--- src/rtl/dmach_pkg.sv ---
package dmach_pkg;
  // register addresses
  localparam logic [2:0] A_CTRL = 3'd0;
  localparam logic [2:0] A_SEL  = 3'd1;
  localparam logic [2:0] A_SRC  = 3'd2;
  localparam logic [2:0] A_DST  = 3'd3;
  localparam logic [2:0] A_REL  = 3'd4;
  localparam logic [2:0] A_PTR  = 3'd5;
  localparam logic [2:0] A_CNT  = 3'd6;

  // control register bit positions
  localparam int CB_EN   = 0;
  localparam int CB_REQ  = 1;
  localparam int CB_SFWD = 2;
  localparam int CB_DFWD = 3;
endpackage

--- src/rtl/dmach_regs.sv ---
module dmach_regs
  import dmach_pkg::*;
#(
  parameter int DW   = 16,
  parameter int SELW = 4
) (
  input  logic            clk,
  input  logic            rst_n,
  input  logic            wr_en,
  input  logic [2:0]      wr_addr,
  input  logic [DW-1:0]   wr_data,
  input  logic [2:0]      rd_addr,
  input  logic            en_q,
  input  logic            req_q,
  input  logic [DW-1:0]   ptr_q,
  input  logic [DW-1:0]   cnt_q,
  output logic [DW-1:0]   rd_data,
  output logic            ctrl_wr,
  output logic            wd_en,
  output logic            wd_req,
  output logic            wd_sfwd,
  output logic            wd_dfwd,
  output logic            sfwd_q,
  output logic            dfwd_q,
  output logic            sel_wr,
  output logic [SELW+2:0] sel_wd,
  output logic [SELW+1:0] sel_q,
  output logic [DW-1:0]   src_q,
  output logic [DW-1:0]   dst_q,
  output logic [DW-1:0]   rel_q
);
  logic src_wr, dst_wr, rel_wr;

  assign ctrl_wr = wr_en && (wr_addr == A_CTRL);
  assign sel_wr  = wr_en && (wr_addr == A_SEL);
  assign src_wr  = wr_en && (wr_addr == A_SRC);
  assign dst_wr  = wr_en && (wr_addr == A_DST);
  assign rel_wr  = wr_en && (wr_addr == A_REL);

  assign wd_en   = wr_data[CB_EN];
  assign wd_req  = wr_data[CB_REQ];
  assign wd_sfwd = wr_data[CB_SFWD];
  assign wd_dfwd = wr_data[CB_DFWD];
  assign sel_wd  = wr_data[SELW+2:0];

  always_ff @(posedge clk or negedge rst_n) begin
    if (!rst_n) begin
      sfwd_q <= 1'b0;
      dfwd_q <= 1'b0;
      sel_q  <= '0;
      src_q  <= '0;
      dst_q  <= '0;
      rel_q  <= '0;
    end else begin
      if (ctrl_wr) begin
        sfwd_q <= wd_sfwd;
        dfwd_q <= wd_dfwd;
      end
      if (sel_wr) sel_q <= sel_wd[SELW+1:0];
      if (src_wr) src_q <= wr_data;
      if (dst_wr) dst_q <= wr_data;
      if (rel_wr) rel_q <= wr_data;
    end
  end

  always_comb begin
    rd_data = '0;
    case (rd_addr)
      A_CTRL: begin
        rd_data[CB_EN]   = en_q;
        rd_data[CB_REQ]  = req_q;
        rd_data[CB_SFWD] = sfwd_q;
        rd_data[CB_DFWD] = dfwd_q;
      end
      A_SEL:   rd_data[SELW+1:0] = sel_q;
      A_SRC:   rd_data = src_q;
      A_DST:   rd_data = dst_q;
      A_REL:   rd_data = rel_q;
      A_PTR:   rd_data = ptr_q;
      A_CNT:   rd_data = cnt_q;
      default: rd_data = '0;
    endcase
  end
endmodule

--- src/rtl/dmach_trigger.sv ---
module dmach_trigger #(
  parameter int SELW = 4,
  localparam int NSRC = 2**(SELW+1)
) (
  input  logic            clk,
  input  logic            rst_n,
  input  logic [SELW+1:0] sel_q,
  input  logic            sel_wr,
  input  logic [SELW+2:0] sel_wd,
  input  logic [NSRC-1:0] irq,
  output logic            trig
);
  logic [NSRC-1:0] prev_q;
  logic [NSRC-1:0] rise;
  logic            hw_mode;
  logic            hw_edge;
  logic            sw_hit;
  logic            sel_chg;

  for (genvar g = 0; g < NSRC; g++) begin : g_edge
    assign rise[g] = irq[g] & ~prev_q[g];
  end

  always_ff @(posedge clk or negedge rst_n) begin
    if (!rst_n) prev_q <= '0;
    else        prev_q <= irq;
  end

  assign hw_mode = sel_q[SELW+1];
  assign hw_edge = hw_mode & rise[sel_q[SELW:0]];
  assign sw_hit  = sel_wr & sel_wd[SELW+2] & ~sel_wd[SELW+1];
  assign sel_chg = sel_wr & (sel_wd[SELW+1:0] != sel_q);
  assign trig    = hw_edge | sw_hit | sel_chg;
endmodule

--- src/rtl/dmach_xfer.sv ---
module dmach_xfer #(
  parameter int DW = 16
) (
  input  logic          clk,
  input  logic          rst_n,
  input  logic          ctrl_wr,
  input  logic          wd_en,
  input  logic          wd_req,
  input  logic          wd_sfwd,
  input  logic          wd_dfwd,
  input  logic          sfwd_q,
  input  logic          dfwd_q,
  input  logic [DW-1:0] src_q,
  input  logic [DW-1:0] dst_q,
  input  logic [DW-1:0] rel_q,
  input  logic          trig,
  input  logic          xfer_ack,
  output logic          xfer_start,
  output logic          done_pulse,
  output logic          en_q,
  output logic          req_q,
  output logic          busy_q,
  output logic [DW-1:0] ptr_q,
  output logic [DW-1:0] cnt_q,
  output logic          reload,
  output logic          fire,
  output logic          sw_clr
);
  function automatic logic [DW-1:0] load_ptr(input logic [DW-1:0] s, input logic [DW-1:0] d,
                                             input logic sf, input logic df);
    return (df && !sf) ? d : s;
  endfunction

  function automatic logic [DW-1:0] step_ptr(input logic [DW-1:0] p, input logic fwd);
    return fwd ? p + 1'b1 : p;
  endfunction

  function automatic logic last_beat(input logic [DW-1:0] c);
    return c == {{(DW-1){1'b0}}, 1'b1};
  endfunction

  logic finish;

  assign reload     = ctrl_wr & wd_en;
  assign sw_clr     = ctrl_wr & ~wd_req;
  assign fire       = xfer_ack & busy_q;
  assign finish     = fire & ~reload & last_beat(cnt_q);
  assign xfer_start = en_q & req_q & ~busy_q & ~ctrl_wr;

  always_ff @(posedge clk or negedge rst_n) begin
    if (!rst_n) begin
      en_q       <= 1'b0;
      req_q      <= 1'b0;
      busy_q     <= 1'b0;
      ptr_q      <= '0;
      cnt_q      <= '0;
      done_pulse <= 1'b0;
    end else begin
      if (ctrl_wr)     en_q <= wd_en;
      else if (finish) en_q <= 1'b0;

      if (sw_clr)          req_q <= 1'b0;
      else if (trig)       req_q <= 1'b1;
      else if (xfer_start) req_q <= 1'b0;

      busy_q <= xfer_start | (busy_q & ~xfer_ack);

      if (reload) begin
        ptr_q <= load_ptr(src_q, dst_q, wd_sfwd, wd_dfwd);
        cnt_q <= rel_q;
      end else if (fire) begin
        ptr_q <= step_ptr(ptr_q, sfwd_q | dfwd_q);
        cnt_q <= cnt_q - 1'b1;
      end

      done_pulse <= finish;
    end
  end
endmodule

--- src/rtl/dmach_ctrl.sv ---
module dmach_ctrl #(
  parameter int DW   = 16,
  parameter int SELW = 4
) (
  input  logic                   clk,
  input  logic                   rst_n,
  input  logic                   wr_en,
  input  logic [2:0]             wr_addr,
  input  logic [DW-1:0]          wr_data,
  input  logic [2:0]             rd_addr,
  output logic [DW-1:0]          rd_data,
  input  logic [2**(SELW+1)-1:0] periph_irq,
  output logic                   xfer_start,
  input  logic                   xfer_ack,
  output logic [DW-1:0]          ptr_out,
  output logic [DW-1:0]          cnt_out,
  output logic                   done_pulse
);
  logic            ctrl_wr, wd_en, wd_req, wd_sfwd, wd_dfwd;
  logic            sfwd_q, dfwd_q, sel_wr;
  logic [SELW+2:0] sel_wd;
  logic [SELW+1:0] sel_q;
  logic [DW-1:0]   src_q, dst_q, rel_q;
  logic            en_q, req_q, busy_q;
  logic            trig, reload, fire, sw_clr;

  dmach_regs #(.DW(DW), .SELW(SELW)) i_regs (
    .clk(clk), .rst_n(rst_n), .wr_en(wr_en), .wr_addr(wr_addr), .wr_data(wr_data),
    .rd_addr(rd_addr), .en_q(en_q), .req_q(req_q), .ptr_q(ptr_out), .cnt_q(cnt_out),
    .rd_data(rd_data), .ctrl_wr(ctrl_wr), .wd_en(wd_en), .wd_req(wd_req),
    .wd_sfwd(wd_sfwd), .wd_dfwd(wd_dfwd), .sfwd_q(sfwd_q), .dfwd_q(dfwd_q),
    .sel_wr(sel_wr), .sel_wd(sel_wd), .sel_q(sel_q), .src_q(src_q), .dst_q(dst_q),
    .rel_q(rel_q)
  );

  dmach_trigger #(.SELW(SELW)) i_trig (
    .clk(clk), .rst_n(rst_n), .sel_q(sel_q), .sel_wr(sel_wr), .sel_wd(sel_wd),
    .irq(periph_irq), .trig(trig)
  );

  dmach_xfer #(.DW(DW)) i_xfer (
    .clk(clk), .rst_n(rst_n), .ctrl_wr(ctrl_wr), .wd_en(wd_en), .wd_req(wd_req),
    .wd_sfwd(wd_sfwd), .wd_dfwd(wd_dfwd), .sfwd_q(sfwd_q), .dfwd_q(dfwd_q),
    .src_q(src_q), .dst_q(dst_q), .rel_q(rel_q), .trig(trig), .xfer_ack(xfer_ack),
    .xfer_start(xfer_start), .done_pulse(done_pulse), .en_q(en_q), .req_q(req_q),
    .busy_q(busy_q), .ptr_q(ptr_out), .cnt_q(cnt_out), .reload(reload), .fire(fire),
    .sw_clr(sw_clr)
  );
endmodule

--- config.mk ---
export PLATFORM = sky130hd
export DESIGN_NAME = dmach_ctrl
export DESIGN_NICKNAME = d
export VERILOG_FILES = /design/src/rtl/dmach_pkg.sv /design/src/rtl/dmach_regs.sv /design/src/rtl/dmach_trigger.sv /design/src/rtl/dmach_xfer.sv /design/src/rtl/dmach_ctrl.sv
export SDC_FILE = /design/constraint.sdc
export NUM_CORES = 1
export LEC_CHECK = 0
export BUFFER_PORTS_ARGS = -buffer_cell sky130_fd_sc_hd__buf_2
export CAP_MARGIN = 15
export CORE_MARGIN = 3
export CORE_UTILIZATION = 38
export DETAILED_ROUTE_END_ITERATION = 12
export PLACE_DENSITY = 0.62
export SLEW_MARGIN = 0
export SYNTH_ARGS = -nofsm -noshare
export SYNTH_HDL_FRONTEND = slang
export SYNTH_SLANG_ARGS = --single-unit
--- constraint.sdc ---
create_clock -name clk -period 5.77 [get_ports clk]
set_input_delay 0.2885 -clock clk [delete_from_list [all_inputs] [get_ports clk]]
set_output_delay 0.2885 -clock clk [all_outputs]
set_load 0.01 [all_outputs]
==> impl_results.md <==
- Mean post-synth cell area: 11.2 µm²
- Critical Path RT: 5.48 ns
- Xor and xnor area share after synthesis: 4.86%
- Ant diodes: 0
- Most frequent cells in the layout: dfrtp_1 (124), buf_2 (106), mux2_2 (58), a21oi_1 (39), nor2_1 (34)
- Post-Route WL: 18200 µm
- Count of cell types in the netlist: 58
- Worst Path Max Fanout: 18
- RSZ-0062 raised after global routing: no
- Synth Area in Compound Gates: 11.5%
- Primary FF master, synth: dfrtp_1
- CTS sink cnt: 124
- Final setup vio count: 0
- Post-CTS Setup Bufs: 0
- Vias in the first global route: 5049
- Max incr delay on CP: 0.79 ns
- Top routing layer in use: met4
- Setup TNS: 0 ns
- All-Layer GR Usage: 20.8%
- Max Fclk: 406 MHz
- Post-Syn Instances: 562
- Core ar.: 0.0161 mm²
- Most common cell after layout, fill and taps aside: dfrtp_1
- Mux contribution to synthesized area: 16.3%
- Max Cap Viol: 0
- Pwr Density: 400 mW/mm²
- Fill cells: 1440
- Worst setup EP type: output pin
- Fin. Hold Viols: 0
- Final ANT Viol Nets: 0
- GRT overflow: 0
- Slowest CP cell: dfrtp_1
- Clock Pin Slew Worst Setup and Hold Paths: 0.06 ns
- Initial antenna violation count: 0
- Residual DRC count: 0
- FFs w/ async S/R, synth: 100%
- IO buf count: 107
- Die W: 135 µm
- Worst-case clock buffer depth: 2
- First-pass GRT wire length: 28800 µm
- Area contributors post-synth: dfrtp_1 (49%), mux2_2 (10%), mux2i_1 (3.8%)
- Met2 routed WL: 8670 µm
- Clk pwr share: 34.2%
- Seq/Total Area, Yosys: 49.2%
- Nets: 753
- Post_cts resized: 0
- Seq pwr share: 42.4%
- Full die area: 0.0182 mm²
- DR pass1 iterations: 5
- Row count: 46
- WHS: 0.124 ns
- Netlist Area Pre-Place: 0.00631 mm²
- Cell Int Power: 2.14 mW
- Vias/cell: 5.40
- WL per Instance: 19.7 µm
- Max H-tree Level: 4
- Outcome: finished, final reports clean
- NetSw: 1.04 mW
- Type of the most critical hold path: in2reg
- Slew headroom: 31.0%
- Clk_lat worst skew: 0.42 ns
- Final Skew: 0.00920 ns
- CP Launch Type: flip-flop
- HPWL after DPL: 12900 µm
- Num CTS Buffers: 17
- Initial Util: 39.3%
- GPL Wtd Cong: 0.888
- Largest net degree at the start of global routing: 86
- DRT met1 WL: 8280 µm
- EDFF count, synth: 0
- Synth Register Bits: 124
- Vias: 4977
- Post-Synth Simple-Gate Area: 14.5%
- Peak VDD IR: 0.240 mV
- Die H: 135 µm
- CP arrival: 2.17 ns
- Root Driver: clkbuf_16
- Synthesis-to-layout area growth: 26.1%
- Net count after synthesis: 623
- Synth top area share: 49.2%
- Synth area leader: dfrtp_1
- Final period util: 42.7%
- CP Cell Sequence: inv_1, o21ai_0, a22oi_1, o22ai_1, a31o_2, buf_2
- Share of layout cells above drive strength 1: 30.8%
- Post-layout min period: 2.46 ns
- Post-Synth Adder-Cell Area: 0.595%
- Logic gate share of total power: 23.4%
- Leakage: 3.45 nW
- IO Count: 108
- Worst Tran Pin Value: 1.03 ns
- Main combinational cell family by area after synthesis: multiplexers
- Setup CP Type: reg2out
- CTS tree: done
- Switching Share: 32.8%
- Final Slew Violations: 0
- Met3 routed WL: 909 µm
- DR iter-0 viols: 458
- Syn. warnings: 0
-- synthesized netlist by cell type (15+ instances only) --
library cell	instances
dfrtp_1	124
mux2_2	58
a21oi_1	39
nor2_1	35
nand2_1	27
clkbuf_1	25
mux2i_1	24
nand2b_1	21
xor2_1	19
a211oi_1	16
xnor2_1	16
o21ai_0	15
-- stage by stage --
stage               total power [mW]  utilization (%)  worst slack (ns)  area (µm²)  instances
detailed placement              2.08             43.5              3.36        6990        855
floorplan                       1.73                -              3.89        6310        562
global route                    3.35             49.5              3.12        7960        921
CTS                             3.20             49.3              3.28        7920        919
global placement                2.06             43.5              3.36        6990        855
finish                          3.18             49.5              3.31        7960        921
-- cell families after synthesis --
logic type,count (synthesis)
multiplexers,88
AO/OA/AOI/OAI,110
XOR/XNOR,35
flip-flops,124
adder cells (fa/ha/maj),3
AND/OR/NAND/NOR,158
buffers and inverters,44
-- layout make-up --
| cell class | instances | area [µm²] | share of cell area, % |
|---|---|---|---|
| Inverter | 12 | 45.0 | 0.566 |
| Clock inverter | 14 | 170 | 2.14 |
| Multi-Input combinational cell | 394 | 3020 | 37.9 |
| Tap cell | 216 | 270 | 3.40 |
| Timing Repair Buffer | 143 | 911 | 11.5 |
| Sequential cell | 124 | 3100 | 39.0 |
| Clock buffer | 18 | 439 | 5.52 |
-- critical path, delay by kind of cell (launching register included) --
family	cells	cell delay, ns
flops	1	0.79
compound gates	4	0.61
buf+inv	2	0.34
-- metal layers --
metal / track usage, % / vias up
li1: - / 2320
met1: 29.4 / 2490
met2: 32.0 / 142
met3: 4.81 / 25
met4: 6.17 / 0
met5: 0 / -
-- path summary, 6_finish.rpt --
| kind | cells past startpoint | from | slack [ns] | endpoint |
|---|---|---|---|---|
| max in group asynchronous | 3 | rst_n | 4.76 | i_xfer.cnt_q[5]$_DFFE_PN0P_ |
| min in group asynchronous | 2 | rst_n | 0.26 | i_trig.prev_q[23]$_DFF_PN0_ |
| setup / recovery | 6 | i_regs.sel_q[0]$_DFFE_PN0P_ | 3.31 | rd_data[0] |
| hold / removal | 2 | wr_data[12] | 0.12 | i_regs.rel_q[12]$_DFFE_PN0P_ |
| setup reg to reg | 5 | i_regs.sel_q[0]$_DFFE_PN0P_ | 3.66 | i_xfer.req_q$_DFFE_PN0P_ |
| hold reg to reg | 1 | i_regs.dst_q[8]$_DFFE_PN0P_ | 0.53 | i_regs.dst_q[8]$_DFFE_PN0P_ |
-- flip-flops by register name (all words and copies together), names as in the netlist --
signal,count
i_regs.src_q,16
i_xfer.req_q,1
i_regs.dst_q,16
i_xfer.busy_q,1
i_regs.sfwd_q,1
i_xfer.en_q,1
i_xfer.cnt_q,16
i_xfer.ptr_q,16
i_regs.sel_q,6
i_trig.prev_q,32
i_regs.rel_q,16
i_regs.dfwd_q,1
i_xfer.done_pulse,1
-- power groups by stage --
stage / Sequential, mW / Clock (mW) / Combinational [mW]
2_1_floorplan: 1.28 / 0 / 0.453
3_3_place_gp: 1.35 / 0 / 0.712
3_5_place_dp: 1.36 / 0 / 0.727
4_1_cts: 1.34 / 1.11 / 0.749
5_1_grt: 1.38 / 1.15 / 0.820
6_report: 1.35 / 1.09 / 0.744
-- repair_timing --
action | CTS | global route
setup endpoints to repair | 0 | 0
endpoints found under the hold margin | 32 | 11
hold buffers | 32 | 1
No activity file was read; power rests on OpenSTA's default activity.
